`config.mk`:
```
export PLATFORM = sky130hd
export DESIGN_NAME = bus_err_capture
export DESIGN_NICKNAME = d
export VERILOG_FILES = /design/src/rtl/berr_pkg.sv /design/src/rtl/berr_event_gate.sv /design/src/rtl/berr_status_reg.sv /design/src/rtl/berr_lock_ctrl.sv /design/src/rtl/bus_err_capture.sv
export SDC_FILE = /design/constraint.sdc
export NUM_CORES = 1
export LEC_CHECK = 0
export CORE_MARGIN = 4
export CORE_UTILIZATION = 42
export DETAILED_ROUTE_END_ITERATION = 6
export GPL_ROUTABILITY_DRIVEN = 0
export PLACE_DENSITY = 0.86
export SYNTH_ARGS = -nofsm -noshare
export SYNTH_HDL_FRONTEND = slang
export SYNTH_SLANG_ARGS = --single-unit
```
`constraint.sdc`:
```
create_clock -name clk -period 4.2 [get_ports clk]
set_clock_uncertainty 0.1 [all_clocks]
set_input_delay 0.84 -clock clk [delete_from_list [all_inputs] [get_ports clk]]
set_output_delay 0.84 -clock clk [all_outputs]
set_load 0.02 [all_outputs]
```
`src/rtl/berr_pkg.sv`:
```
// Package: shared bit positions and masks for the bus error capture block.
// Assumes a 32-bit status and configuration register.
package berr_pkg;
    localparam int REG_W = 32;
    // implemented status bits (11..15 unused)
    localparam logic [REG_W-1:0] IMPL_MASK = 32'hFFFF_07FF;
    // data syndrome field that does not lock on its own
    localparam logic [REG_W-1:0] SYND_MASK = 32'h00F0_0000;
    localparam int BIT_LOCK_TMO = 3;
    localparam int BIT_DATA_TMO = 31;
    localparam int BIT_CWR      = 17;
    localparam int BIT_CRD_LO   = 18;
    localparam int BIT_CRD_HI   = 19;
    localparam int CFG_CWR_DIS  = 0;
    localparam int CFG_CRD_DIS  = 1;
    localparam int CFG_LKTO_DIS = 2;
    localparam int CFG_DTO_DIS  = 3;
    localparam int CFG_LOFE     = 31;
    localparam logic [REG_W-1:0] CFG_MASK = 32'h8000_000F;
    typedef enum logic {SEL_STATUS = 1'b0, SEL_CONFIG = 1'b1} reg_sel_e;
endpackage

```
`src/rtl/berr_event_gate.sv`:
```
// Event gate: drops events on unimplemented bits and events whose
// timeout type is disabled by configuration. Purely combinational.
module berr_event_gate
    import berr_pkg::*;
(
    input  logic [REG_W-1:0] evt_i,
    input  logic             lkto_dis_i,
    input  logic             dto_dis_i,
    output logic [REG_W-1:0] gated_o
);
    for (genvar i = 0; i < REG_W; i++) begin : g_bit
        if (i == BIT_LOCK_TMO) begin : g_lkto
            // bank lock timeout may be disabled
            assign gated_o[i] = evt_i[i] & ~lkto_dis_i;
        end else if (i == BIT_DATA_TMO) begin : g_dto
            // data timeout may be disabled
            assign gated_o[i] = evt_i[i] & ~dto_dis_i;
        end else if (IMPL_MASK[i]) begin : g_pass
            // ordinary implemented bit
            assign gated_o[i] = evt_i[i];
        end else begin : g_none
            // unimplemented bit never records
            assign gated_o[i] = 1'b0;
        end
    end
endmodule

```
`src/rtl/berr_status_reg.sv`:
```
// Sticky status bits: write-one-to-clear, set by gated events only
// while unlocked. Exposes the next value for the unlock decision.
module berr_status_reg
    import berr_pkg::*;
(
    input  logic             clk,
    input  logic             rst_n,
    input  logic             lock_i,
    input  logic             clr_en_i,
    input  logic [REG_W-1:0] clr_mask_i,
    input  logic [REG_W-1:0] set_i,
    output logic [REG_W-1:0] status_o,
    output logic [REG_W-1:0] status_nxt_o
);
    for (genvar i = 0; i < REG_W; i++) begin : g_bit
        if (IMPL_MASK[i]) begin : g_impl
            logic q;
            // next value: clear first, then set when open
            assign status_nxt_o[i] = (q & ~(clr_en_i & clr_mask_i[i])) | (~lock_i & set_i[i]);
            // register one sticky bit
            always_ff @(posedge clk) begin
                if (!rst_n) q <= 1'b0;
                else        q <= status_nxt_o[i];
            end
            assign status_o[i] = q;
        end else begin : g_tie
            // unimplemented bit reads zero
            assign status_nxt_o[i] = 1'b0;
            assign status_o[i]     = 1'b0;
        end
    end
endmodule

```
`src/rtl/berr_lock_ctrl.sv`:
```
// Lock control: closes on a non-syndrome event, or on any event while
// lock-on-first-error is set; opens when the post-write status is empty
// or when lock-on-first-error is turned off.
module berr_lock_ctrl
    import berr_pkg::*;
(
    input  logic             clk,
    input  logic             rst_n,
    input  logic [REG_W-1:0] set_i,
    input  logic             lofe_i,
    input  logic             lofe_fall_i,
    input  logic [REG_W-1:0] status_nxt_i,
    output logic             locked_o
);
    logic close_req, open_req;

    // decide closing and opening conditions
    always_comb begin
        close_req = (|(set_i & ~SYND_MASK)) || (lofe_i && (|set_i));
        open_req  = (status_nxt_i == '0) || lofe_fall_i;
    end

    // lock state register
    always_ff @(posedge clk) begin
        if (!rst_n)        locked_o <= 1'b0;
        else if (locked_o) locked_o <= !open_req;
        else               locked_o <= close_req;
    end
endmodule

```
`src/rtl/bus_err_capture.sv`:
```
// Top: bus error status register with lock-on-first-error, config
// register, register port and interrupt. Assumes one-cycle event pulses
// and single-cycle register writes.
module bus_err_capture
    import berr_pkg::*;
(
    input  logic             clk,
    input  logic             rst_n,
    input  logic [REG_W-1:0] evt_i,
    input  logic             reg_sel_i,
    input  logic             reg_wr_i,
    input  logic [REG_W-1:0] reg_wdata_i,
    output logic [REG_W-1:0] reg_rdata_o,
    output logic             locked_o,
    output logic             err_irq_o
);
    logic [REG_W-1:0] cfg_q, evt_gated, status_q, status_nxt, irq_mask;
    logic             st_wr, cfg_wr, lofe_fall;
    reg_sel_e         sel;

    // decode register port strobes
    always_comb begin
        sel       = reg_sel_e'(reg_sel_i);
        st_wr     = reg_wr_i && (sel == SEL_STATUS);
        cfg_wr    = reg_wr_i && (sel == SEL_CONFIG);
        lofe_fall = cfg_wr && cfg_q[CFG_LOFE] && !reg_wdata_i[CFG_LOFE];
    end

    // configuration register, implemented bits only
    always_ff @(posedge clk) begin
        if (!rst_n)      cfg_q <= '0;
        else if (cfg_wr) cfg_q <= reg_wdata_i & CFG_MASK;
    end

    berr_event_gate u_gate (
        .evt_i      (evt_i),
        .lkto_dis_i (cfg_q[CFG_LKTO_DIS]),
        .dto_dis_i  (cfg_q[CFG_DTO_DIS]),
        .gated_o    (evt_gated)
    );

    berr_status_reg u_stat (
        .clk          (clk),
        .rst_n        (rst_n),
        .lock_i       (locked_o),
        .clr_en_i     (st_wr),
        .clr_mask_i   (reg_wdata_i),
        .set_i        (evt_gated),
        .status_o     (status_q),
        .status_nxt_o (status_nxt)
    );

    berr_lock_ctrl u_lock (
        .clk          (clk),
        .rst_n        (rst_n),
        .set_i        (evt_gated),
        .lofe_i       (cfg_q[CFG_LOFE]),
        .lofe_fall_i  (lofe_fall),
        .status_nxt_i (status_nxt),
        .locked_o     (locked_o)
    );

    // interrupt mask from correctable-error disables, and read mux
    always_comb begin
        irq_mask             = '1;
        irq_mask[BIT_CWR]    = ~cfg_q[CFG_CWR_DIS];
        irq_mask[BIT_CRD_LO] = ~cfg_q[CFG_CRD_DIS];
        irq_mask[BIT_CRD_HI] = ~cfg_q[CFG_CRD_DIS];
        err_irq_o            = |(status_q & irq_mask);
        reg_rdata_o          = (sel == SEL_CONFIG) ? cfg_q : status_q;
    end


    sticky_bits_chk: assert property (@(posedge clk) disable iff (!rst_n)
        !st_wr |=> ((status_q & $past(status_q)) == $past(status_q)));


    frozen_hold_chk: assert property (@(posedge clk) disable iff (!rst_n)
        (locked_o && !st_wr) |=> (status_q == $past(status_q)));


    nonsynd_lock_chk: assert property (@(posedge clk) disable iff (!rst_n)
        (!locked_o && (|(evt_gated & ~SYND_MASK))) |=> locked_o);


    lofe_release_chk: assert property (@(posedge clk) disable iff (!rst_n)
        (locked_o && lofe_fall) |=> !locked_o);


    lkto_block_chk: assert property (@(posedge clk) disable iff (!rst_n)
        (cfg_q[CFG_LKTO_DIS] && !status_q[BIT_LOCK_TMO]) |=> !status_q[BIT_LOCK_TMO]);


    quiet_irq_chk: assert property (@(posedge clk) disable iff (!rst_n)
        (status_q == '0) |-> !err_irq_o);
endmodule

```
==> metrics.md <==
| Metric | Value |
|---|---|
| Cells after Synth | 218 |
| Wirelength per Cell | 17.3 um |
| Number of setup buffers added after CTS | 0 |
| Sequential share of the synthesized area | 0.354 |
| Startpoint class of the critical path | primary input |
| I/O pin total | 102 |
| Area leader, netlist | dfxtp_1 |
| Setup CP Type | in2out |
| Area Overhead vs Synth | 50.8% |
| Total grt overflow | 0 |
| Setup TNS | 0 ps |
| Via-to-Cell Ratio | 5.59 |
| Pint | 579 uW |
| Post-cts sizing count | 0 |
| Root buffer cell | clkbuf_8 |
| Final setup viols | 0 |
| CP delay by family, top | buffers and inverters |
| Post-route design area | 2820 sq um |
| Commonest non-fill, non-tap cell in the layout | clkdlybuf4s50_1 |
| Clk buf depth | 2 |
| Final Power | 796 uW |
| Placeable Area | 4140 sq um |
| Diode count | 0 |
| Final setup margin | 514 ps |
| Leak | 0.998 nW |
| Vias in the first global route | 1907 |
| CTS tree | done |
| Flops & latches, synth | 33 |
| Share of layout cells above drive strength 1 | 0.0600 |
| Starting Density | 0.450 |
| Synthesis Warnings | 0 |
| Hold crit path type | reg2reg |
| Pre-CTS setup slack | 522 ps |
| Die area | 5580 sq um |
| CTS Buf Count | 5 |
| First-pass GRT wire length | 9.44 mm |
| Status | finished, final reports clean |
| Worst Path Required | 3260 ps |
| I/O Buffers | 86 |
| Area post-placement | 2730 sq um |
| Cell Area, Synth | 1870 sq um |
| Grt met1 use | 0.295 |
| CP max stage cell | clkdlybuf4s50_1 |
| Hpwl dp | 4.71 mm |
| Pin count of the biggest net entering global routing | 34 |
| RSZ-0062 raised after global routing | no |
| Gr busiest metal | met2 |
| GR Util met3 | 0.0534 |
| PwrDens | 283 nW/um^2 |
| Initial antenna violation count | 0 |
| CP bufs+invs | 3 |
| GRT Total Usage | 0.223 |
| DRC | 0 |
| Reported net switching power | 217 uW |
| Max-cap violations | 0 |
| Final min period | 3690 ps |
| Yosys cell types | 33 |
| Comb pwr share | 0.264 |
| Num rows | 23 |
| Max-slew violation count | 0 |
| Grt met2 use | 0.360 |
| Net count, final | 368 |
| Chip Height | 74.7 um |
| Switch share | 0.273 |
| Flop pwr share | 0.442 |
| CP max FO | 30 |
| Clk slew on worst S/H paths | 60 ps |
| CP Data Arrival Time | 2750 ps |
| DRT antenna net count | 0 |
| Avg Cell Area, Syn | 8.56 sq um |
| Clock share of power | 0.294 |
| Iter 0 DRT Violations | 128 |
| Wirelength, routed | 6.04 mm |
| CP Cell Sequence | clkdlybuf4s50_1, buf_4, nor2b_1, clkdlybuf4s50_1 |
| VDD IR max | 0.223 mV |
| Clk sink count | 33 |
| Worst-Margin Slew | 895 ps |
| Headroom to the max-slew limit | 0.402 |
| Fmax | 271 MHz |
| Post-CTS Hold Buffers | 0 |
| Synth top area share | 0.354 |
| Die X | 74.7 um |
| Max incr delay on CP | 720 ps |
| Via count | 1956 |
| Fin crit share | 0.878 |
| Commonest non-fill, non-tap cells in the layout | clkdlybuf4s50_1 (86), nor2b_1 (46), dfxtp_1 (33), nand3b_1 (24), a22oi_1 (24) |
| Crit end category | output pin |
| CP most frequent cell | clkdlybuf4s50_1 |
| TritonRoute pass-1 iters | 4 |
| Main area contributors after synthesis | dfxtp_1 (35%), nor2b_1 (15%), a22oi_1 (9.7%) |
| Final Hold Viols | 0 |
| Worst skew pair latency | 280 ps |
| H-tree depth reported by CTS | 2 |
[synth_stat cells (all sizes together)]
library cell	count
and2b	4
a21boi	6
a22o	1
o311ai	1
a2111oi	1
nand3	9
o41ai	1
nor3	1
a21oi	1
a31oi	1
or3	2
a22oi	24
nor2b	46
nand3b	24
nand2	13
buf	10
and2	1
inv	2
o21ai	1
nor4	12
clkbuf	9
a21bo	1
nor2	2
o2111ai	1
nand4	4
conb	1
or4	1
mux2	5
dfxtp	33
[metal layers]
| layer | part of all wire | vias to the layer above | wire (um) |
|---|---|---|---|
| met5 | 0 | - | 0 |
| met4 | 0.018 | 0 | 108 |
| met3 | 0.090 | 11 | 546 |
| met2 | 0.48 | 96 | 2910 |
| met1 | 0.41 | 905 | 2480 |
| li1 | - | 944 | - |
[cells by family (layout without fill, tap and decap cells)]
family / count (synthesis) / in the layout / share of synthesized area
flip-flops: 33 / 33 / 0.354
buffers and inverters: 21 / 99 / 0.0610
AND/OR/NAND/NOR: 119 / 119 / 0.391
multiplexers: 5 / 5 / 0.0302
AO/OA/AOI/OAI: 39 / 39 / 0.162
other: 1 / 5 / 0.00201
[worst register-to-register path, cell delays in order, from the launching register on]
cell	delay (ps)
dfxtp_1	450
inv_2	250
a22oi_1	320
nand4_1	170
a2111oi_2	340
a31oi_1	120
[final cells by class]
| cell class | instances | area [sq um] |
|---|---|---|
| timing repair buffer | 90 | 891 |
| sequential | 33 | 661 |
| multi-input combinational | 168 | 1110 |
| tap | 50 | 62.6 |
| clock buffer | 7 | 86.3 |
| fill | 356 | 1330 |
| inverter | 2 | 7.51 |
[sequential cells by signal, indices dropped and copies added, names as in the netlist]
signal / flops
u_stat.g_bit.g_impl.q: 27
cfg_q: 5
u_lock.locked_o: 1
[path summary, 6_finish.rpt]
check	start	to	slack, ps	cells past startpoint
worst min-delay path	cfg_q[2]	cfg_q[2]	390	2
worst max register to register	u_lock.locked_o	u_lock.locked_o	2330	5
worst max-delay path	reg_sel_i	reg_rdata_o[6]	510	4
worst min register to register	cfg_q[2]	cfg_q[2]	390	2
[metrics by stage]
stage	instances	util	hold slack, ps
floorplan	222	-	350
finish	350	0.679	389
global route	350	0.679	413
global placement	343	0.659	367
CTS	350	0.679	393
detailed placement	343	0.659	384
[power groups by stage]
stage	combinational, mW	clock, mW	sequential (mW)
after global placement	0.206	0	0.357
after CTS	0.210	0.239	0.351
after detailed placement	0.209	0	0.358
after floorplan	0.110	0	0.352
final	0.210	0.234	0.352
after global routing	0.227	0.251	0.354
No activity file was read; power rests on OpenSTA's default activity.
